==> src/rtl/stby_pkg.sv <==
package stby_pkg;
  typedef enum logic [2:0] {
    ST_RUN, ST_STANDBY, ST_SETTLE, ST_WAKE_IRQ, ST_RST_HOLD
  } stbyState_t;

  typedef enum logic [2:0] {
    SRC_NONE  = 3'd0,
    SRC_NMI   = 3'd1,
    SRC_IRQ   = 3'd2,
    SRC_KBD   = 3'd3,
    SRC_WUE   = 3'd4,
    SRC_PS2   = 3'd5,
    SRC_RESET = 3'd6
  } wakeSrc_t;

  // strobes from control to datapath
  typedef struct packed {
    logic loadCnt;
    logic decCnt;
    logic capWake;
    logic capReset;
  } dpCtl_t;
endpackage

==> src/rtl/stby_sync.sv <==
module stby_sync #(
  parameter int W = 1,
  parameter logic [W-1:0] RST_VAL = '0
) (
  input  logic         clk,
  input  logic         porN,
  input  logic [W-1:0] d,
  output logic [W-1:0] q
);
  logic [W-1:0] stage1;

  always_ff @(posedge clk or negedge porN) begin
    if (!porN) begin
      stage1 <= RST_VAL;
      q      <= RST_VAL;
    end else begin
      stage1 <= d;
      q      <= stage1;
    end
  end
endmodule

==> src/rtl/stby_dp.sv <==
module stby_dp
  import stby_pkg::*;
#(
  parameter int NUM_LINES  = 16,
  parameter int SEL_W      = 3,
  parameter int BASE_SHIFT = 8
) (
  input  logic                 clk,
  input  logic                 porN,
  input  dpCtl_t               strb,
  input  logic                 inStandby,
  input  logic [SEL_W-1:0]     settleSel,
  input  logic                 nmiEdgeSel,
  input  logic                 cpuMask,
  input  logic                 nmiPin,
  input  logic [NUM_LINES-1:0] irqPin,
  input  logic [NUM_LINES-1:0] irqEn,
  input  logic [NUM_LINES-1:0] kbdPin,
  input  logic [NUM_LINES-1:0] kbdEn,
  input  logic [NUM_LINES-1:0] wuePin,
  input  logic [NUM_LINES-1:0] wueEn,
  input  logic                 ps2Irq,
  input  logic                 rstPinN,
  input  logic                 statusRd,
  output logic                 wakeEvt,
  output logic                 rstLow,
  output logic                 cntZero,
  output logic [2:0]           wakeSrc
);
  localparam int SYNC_W = 3 * NUM_LINES + 3;
  localparam int CNT_W  = BASE_SHIFT + (1 << SEL_W) - 1;
  localparam logic [SYNC_W-1:0] SYNC_RST = {1'b1, {(SYNC_W-1){1'b0}}};

  logic [SYNC_W-1:0]    rawIn, syncIn;
  logic [NUM_LINES-1:0] irqS, kbdS, wueS;
  logic                 nmiS, ps2S, rstS, nmiPrev;
  logic                 nmiEdge, irqHit, kbdHit, wueHit, ps2Hit;
  logic [CNT_W-1:0]     cnt;
  wakeSrc_t             code, srcReg;

  assign rawIn = {rstPinN, nmiPin, ps2Irq, wuePin, kbdPin, irqPin};

  stby_sync #(.W(SYNC_W), .RST_VAL(SYNC_RST)) u_sync (
    .clk(clk), .porN(porN), .d(rawIn), .q(syncIn)
  );

  assign {rstS, nmiS, ps2S, wueS, kbdS, irqS} = syncIn;
  assign rstLow = !rstS;

  always_ff @(posedge clk or negedge porN) begin
    if (!porN) nmiPrev <= 1'b0;
    else       nmiPrev <= nmiS;
  end

  assign nmiEdge = nmiEdgeSel ? (nmiS && !nmiPrev) : (!nmiS && nmiPrev);
  assign irqHit  = (|(irqS & irqEn)) && !cpuMask;
  assign kbdHit  = (|(kbdS & kbdEn)) && !cpuMask;
  assign wueHit  = (|(wueS & wueEn)) && !cpuMask;
  assign ps2Hit  = ps2S && !cpuMask;

  // priority: later assignments win
  always_comb begin
    code = SRC_NONE;
    if (ps2Hit)  code = SRC_PS2;
    if (wueHit)  code = SRC_WUE;
    if (kbdHit)  code = SRC_KBD;
    if (irqHit)  code = SRC_IRQ;
    if (nmiEdge) code = SRC_NMI;
  end

  assign wakeEvt = inStandby && (code != SRC_NONE);

  always_ff @(posedge clk or negedge porN) begin
    if (!porN)             cnt <= '0;
    else if (strb.loadCnt) cnt <= ~({CNT_W{1'b1}} << (BASE_SHIFT + int'(settleSel)));
    else if (strb.decCnt)  cnt <= cnt - 1'b1;
  end

  assign cntZero = (cnt == '0);

  always_ff @(posedge clk or negedge porN) begin
    if (!porN)              srcReg <= SRC_NONE;
    else if (strb.capWake)  srcReg <= code;
    else if (strb.capReset) srcReg <= SRC_RESET;
    else if (statusRd)      srcReg <= SRC_NONE;
  end

  assign wakeSrc = srcReg;
endmodule

==> src/rtl/stby_ctl.sv <==
module stby_ctl
  import stby_pkg::*;
(
  input  logic   clk,
  input  logic   porN,
  input  logic   sleepReq,
  input  logic   stbySel,
  input  logic   lowSpeedOn,
  input  logic   wdtPrescSel,
  input  logic   wakeEvt,
  input  logic   rstLow,
  input  logic   cntZero,
  output dpCtl_t strb,
  output logic   inStandby,
  output logic   clkRun,
  output logic   oscEn,
  output logic   irqStart,
  output logic   rstStart
);
  stbyState_t state, nextState;

  always_ff @(posedge clk or negedge porN) begin
    if (!porN) state <= ST_RUN;
    else       state <= nextState;
  end

  always_comb begin
    nextState = state;
    strb      = '0;
    if (rstLow) begin
      nextState = ST_RST_HOLD;
    end else begin
      unique case (state)
        ST_RUN:
          if (sleepReq && stbySel && !lowSpeedOn && !wdtPrescSel)
            nextState = ST_STANDBY;
        ST_STANDBY:
          if (wakeEvt) begin
            nextState    = ST_SETTLE;
            strb.loadCnt = 1'b1;
            strb.capWake = 1'b1;
          end
        ST_SETTLE:
          if (cntZero) nextState = ST_WAKE_IRQ;
          else         strb.decCnt = 1'b1;
        ST_WAKE_IRQ:
          nextState = ST_RUN;
        ST_RST_HOLD: begin
          nextState     = ST_RUN;
          strb.capReset = 1'b1;
        end
        default:
          nextState = ST_RUN;
      endcase
    end
  end

  assign inStandby = (state == ST_STANDBY);
  assign clkRun    = (state != ST_STANDBY) && (state != ST_SETTLE);
  assign oscEn     = (state != ST_STANDBY);
  assign irqStart  = (state == ST_WAKE_IRQ);
  assign rstStart  = (state == ST_RST_HOLD) && !rstLow;
endmodule

==> src/rtl/stby_wake_ctl.sv <==
module stby_wake_ctl
  import stby_pkg::*;
(
  input  logic        clk,
  input  logic        porN,
  input  logic        sleepReq,
  input  logic        stbySel,
  input  logic        lowSpeedOn,
  input  logic        wdtPrescSel,
  input  logic [2:0]  settleSel,
  input  logic        nmiEdgeSel,
  input  logic        cpuMask,
  input  logic        nmiPin,
  input  logic [15:0] irqPin,
  input  logic [15:0] irqEn,
  input  logic [15:0] kbdPin,
  input  logic [15:0] kbdEn,
  input  logic [15:0] wuePin,
  input  logic [15:0] wueEn,
  input  logic        ps2Irq,
  input  logic        rstPinN,
  input  logic        statusRd,
  output logic        clkRun,
  output logic        oscEn,
  output logic        irqStart,
  output logic        rstStart,
  output logic [2:0]  wakeSrc
);
  dpCtl_t strb;
  logic   inStandby, wakeEvt, rstLow, cntZero;

  stby_ctl u_ctl (
    .clk(clk), .porN(porN), .sleepReq(sleepReq), .stbySel(stbySel),
    .lowSpeedOn(lowSpeedOn), .wdtPrescSel(wdtPrescSel), .wakeEvt(wakeEvt),
    .rstLow(rstLow), .cntZero(cntZero), .strb(strb), .inStandby(inStandby),
    .clkRun(clkRun), .oscEn(oscEn), .irqStart(irqStart), .rstStart(rstStart)
  );

  stby_dp #(.NUM_LINES(16), .SEL_W(3), .BASE_SHIFT(8)) u_dp (
    .clk(clk), .porN(porN), .strb(strb), .inStandby(inStandby),
    .settleSel(settleSel), .nmiEdgeSel(nmiEdgeSel), .cpuMask(cpuMask),
    .nmiPin(nmiPin), .irqPin(irqPin), .irqEn(irqEn), .kbdPin(kbdPin),
    .kbdEn(kbdEn), .wuePin(wuePin), .wueEn(wueEn), .ps2Irq(ps2Irq),
    .rstPinN(rstPinN), .statusRd(statusRd), .wakeEvt(wakeEvt),
    .rstLow(rstLow), .cntZero(cntZero), .wakeSrc(wakeSrc)
  );
endmodule

==> config.mk <==
export PLATFORM = sky130hd
export DESIGN_NAME = stby_wake_ctl
export DESIGN_NICKNAME = d
export VERILOG_FILES = /design/src/rtl/stby_pkg.sv /design/src/rtl/stby_sync.sv /design/src/rtl/stby_dp.sv /design/src/rtl/stby_ctl.sv /design/src/rtl/stby_wake_ctl.sv
export SDC_FILE = /design/constraint.sdc
export NUM_CORES = 1
export LEC_CHECK = 0
export ABC_AREA = 1
export BUFFER_PORTS_ARGS = -buffer_cell sky130_fd_sc_hd__buf_2
export CELL_PAD_IN_SITES_DETAIL_PLACEMENT = 0
export CELL_PAD_IN_SITES_GLOBAL_PLACEMENT = 1
export CORE_MARGIN = 8
export CORE_UTILIZATION = 43
export DETAILED_ROUTE_END_ITERATION = 16
export PLACE_DENSITY_LB_ADDON = 0.1
export SETUP_SLACK_MARGIN = 0.05
export SLEW_MARGIN = 5
export SYNTH_ARGS = -nofsm -noshare
export SYNTH_HDL_FRONTEND = slang
export SYNTH_SLANG_ARGS = --single-unit
==> constraint.sdc <==
create_clock -name clk -period 2.4 [get_ports clk]
set_clock_uncertainty 0.05 [all_clocks]
set_input_delay 0.12 -clock clk [delete_from_list [all_inputs] [get_ports clk]]
set_output_delay 0.12 -clock clk [all_outputs]
set_load 0.01 [all_outputs]
==> summary.md <==
Row generation in the floorplan step produced 36 rows. After clock tree synthesis, the setup repair step added 0 buffers. The number of hold violations in the final report came out at 0.

The worst-path cell with the longest stage delay was sky130_fd_sc_hd__dfstp_2. The first global-routing pass estimated 15.7 mm of wire. The start of the worst register-to-register path is u_dp.cnt[1]. The critical path in this run is classified as flop to primary output. The HPWL after detailed placement came out at 6.43 mm. In this run the power density over the cells is 849 mW/mm2. Post-synthesis sequential area ratio: 0.724.

Cell area after synthesis: 0.00429 mm2. After detailed routing, the number of vias per cell comes to 4.38. The arrival time at the worst endpoint is 1.79 ns. The leakage power summed over all cells came out at 3.09 nW. The global-route usage over all layers was 0.155. After detailed routing, the total wire length is 9.34 mm. For this run, the slowest stage of the critical path takes 0.58 ns. The count of input and output buffers was 117.

The most used flip-flop cell after synthesis is sky130_fd_sc_hd__dfrtp_1. The startpoint class of the critical path is a flop. The via count of the first global-routing pass is 3396. In the routed design, unresolved DRC markers number 0. The number of iterations in the first detailed-routing pass is 4. The post-route cell area is 0.00624 mm2, and the number of gates given a new drive strength after cts is 0.

A synthesized cell averages 11.5 um2. The worst supply voltage drop on vdd was 0.000935 V. In this run, the number of DRC markers left after iteration 0 of detailed routing was 114. For this design the top-level I/O count stands at 118. From synthesis to final layout, the design area changed by 45.5%. The proportion of synthesized flip-flops having asynchronous set or reset came out at 1.00.

Static timing analysis puts the maximum clock frequency at 511 MHz. The number of max-slew violations in the final report came out at 0. The tightest slew margin relative to the limit was 0.711.

The share of post-route cells with drive strength above 1 works out to 0.294. Max-cap violations in this run came to 0. The global-route layer with the greatest usage was met2. Setup violations remaining at the end of the flow were counted as 0.

The met1 global-route usage is 0.169. Summed over all failing endpoints, the final setup total negative slack is 0 ns. TritonCTS built the clock tree. The floorplan step set the die height to 116 um. The total overflow reported by the global router was 0. The tools report the global-route met2 utilization as 0.254. The run finished with clean final reports. Ratio of final minimum period to clock period: 0.815.

The wire length per cell was 13.1 um. The min-delay analysis places its worst path in the category input pin to asynchronous set/reset pin. The tools report the number of unique standard cell types used by synthesis as 34. The clock net in this run drives a total of 124 sinks. Counting every instance in the synthesized netlist gives 373. Once detail routing completed, the nets flagged for antenna violations numbered 0. In this run the standard cell core region covers 0.00973 mm2. The number of cells on the worst reg-to-reg path is 10.

The run gives 3116 as the total number of vias. In this run the cell area measured after placement is 0.00506 mm2. In this run the horizontal extent of the chip is 116 um.

Setup repair after global routing left no endpoint under its margin. The tools report the count of nets after finishing as 679. After clock tree synthesis, the clock-pin slew on the worst setup and hold paths is 0.05 ns.

The endpoint identified for the worst register-to-register timing path is u_dp.cnt[6]. Buffers inserted during clock tree synthesis total 17. The number of synthesized flops with an enable pin came out at 0. CTS built an H-tree with a depth of 4. Reg-to-reg setup timing slack: 0.48 ns.

The endpoint class of the critical path is a primary output. The shortest clock period the worst path allows after layout works out to 1.96 ns. Met3 track utilization from global routing: 0.0709.

The insertion delay to the later sink of the worst-skew pair was 0.52 ns; the number of register bits inferred by synthesis was 124. The final weighted congestion of routability-driven global placement was 0.774. For this design, the CTS-stage hold fixing added 57 buffers. For the maximum number of pins on one net before global-route repair, the log shows 57. Synthesis produced a netlist with a net count of 485. No sink is reached through more buffers than the 2 on the longest clock path. The slew of the pin with the lowest slew margin works out to 0.434 ns.

For the worst setup path, the data required time is 2.23 ns. The tools report the root buffer cell as sky130_fd_sc_hd__clkbuf_8. Walking the worst path, the cells encountered are inv_1 -> nor4_1 -> buf_4 -> buf_2. The logs give 0.441 for the effective utilization at floorplan and 0 for the initial antenna violation count. The antenna diode count was 0; the largest fanout on the critical path was 5. During synthesis, Yosys emitted a total of 0 warnings.

The die outline area is 0.0134 mm2.
cells in the mapped netlist, types with 3 or more instances:
cell | instances | area share
sky130_fd_sc_hd__xor2_1 | 3 | 0.0061
sky130_fd_sc_hd__o211ai_1 | 3 | 0.0053
sky130_fd_sc_hd__nand2_2 | 3 | 0.0044
sky130_fd_sc_hd__o21ai_1 | 3 | 0.0035
sky130_fd_sc_hd__nor3_1 | 5 | 0.0058
sky130_fd_sc_hd__nor2_1 | 30 | 0.026
sky130_fd_sc_hd__nand4_1 | 7 | 0.010
sky130_fd_sc_hd__nand3_1 | 21 | 0.025
sky130_fd_sc_hd__o21ai_2 | 3 | 0.0061
sky130_fd_sc_hd__inv_1 | 26 | 0.023
sky130_fd_sc_hd__xnor2_1 | 3 | 0.0061
sky130_fd_sc_hd__dfrtp_1 | 122 | 0.71
sky130_fd_sc_hd__nand2_1 | 116 | 0.10
worst max path at each step:
stage / start / to / slack [ns] / cells past startpoint
2_1_floorplan: u_dp.u_sync.q[50] / u_dp.wakeSrc[1] / 0.75 / 5
3_3_place_gp: u_dp.u_sync.q[35] / u_dp.cnt[1] / 0.52 / 11
3_5_place_dp: u_dp.cnt[1] / u_dp.cnt[6] / 0.49 / 10
4_1_cts: u_dp.u_sync.q[50] / rstStart / 0.41 / 4
5_1_grt: u_dp.cnt[1] / u_dp.cnt[6] / 0.26 / 10
6_report: u_dp.u_sync.q[50] / rstStart / 0.44 / 4
sequential cells by signal (all words and copies together) (netlist names):
| register | cells |
|---|---|
| u_dp.u_sync.q | 51 |
| u_dp.u_sync.stage1 | 51 |
| u_dp.cnt | 15 |
| u_ctl.state | 3 |
| u_dp.wakeSrc | 3 |
| u_dp.nmiPrev | 1 |
cell families after synthesis:
kind of cell | count (synthesis) | synth area share
AOI/OAI and AO/OA | 19 | 0.0327
xor gates and xnor gates | 6 | 0.0123
adders and majority gates | 1 | 0.00292
buffers and inverters | 29 | 0.0274
DFF | 124 | 0.724
and+or+nand+nor | 194 | 0.200
through the flow:
step,hold WS [ns],power (mW),worst slack (ns),utilization,std cells
5_1_grt,0.0743,5.54,0.262,0.641,712
6_report,0.0390,5.29,0.444,0.641,712
3_3_place_gp,0.0374,2.72,0.524,0.520,624
2_1_floorplan,-0.226,2.53,0.748,-,373
3_5_place_dp,0.0466,2.73,0.490,0.520,624
4_1_cts,0.0330,5.37,0.413,0.641,712
routing by layer:
layer	vias to the layer above	share of wire
met4	0	0.012
met3	10	0.086
met2	87	0.49
li1	1574	-
met1	1445	0.41
met5	-	0
final cells by class:
type | count | area, um2
clock buffer | 21 | 469
multi-input combinational | 220 | 1060
timing repair buffer | 177 | 1190
sequential | 124 | 3110
inverter | 27 | 101
clock inverter | 10 | 139
fill | 773 | 3490
tap | 133 | 166
power breakdown:
group          switching, mW  internal [mW]
clock                  0.854           1.68
combinational          0.210          0.230
sequential            0.0797           2.24
critical path: cells and delay by family, from the launching register on:
family                 cells  cell delay, ns
AND/OR/NAND/NOR            1            0.25
flip-flops                 1            0.58
buffers and inverters      3            0.43
placed cells by master (no fill, tap or decap), types with 4 or more instances in the layout:
master,count
sky130_fd_sc_hd__inv_1,26
sky130_fd_sc_hd__buf_2,116
sky130_fd_sc_hd__clkinvlp_4,4
sky130_fd_sc_hd__nand2_1,116
sky130_fd_sc_hd__nor2_1,30
sky130_fd_sc_hd__nand4_1,7
sky130_fd_sc_hd__dfrtp_1,122
sky130_fd_sc_hd__dlygate4sd3_1,57
sky130_fd_sc_hd__nor3_1,5
sky130_fd_sc_hd__clkbuf_16,16
sky130_fd_sc_hd__clkbuf_8,5
sky130_fd_sc_hd__nand3_1,21
(Power assumes the default switching activity.)
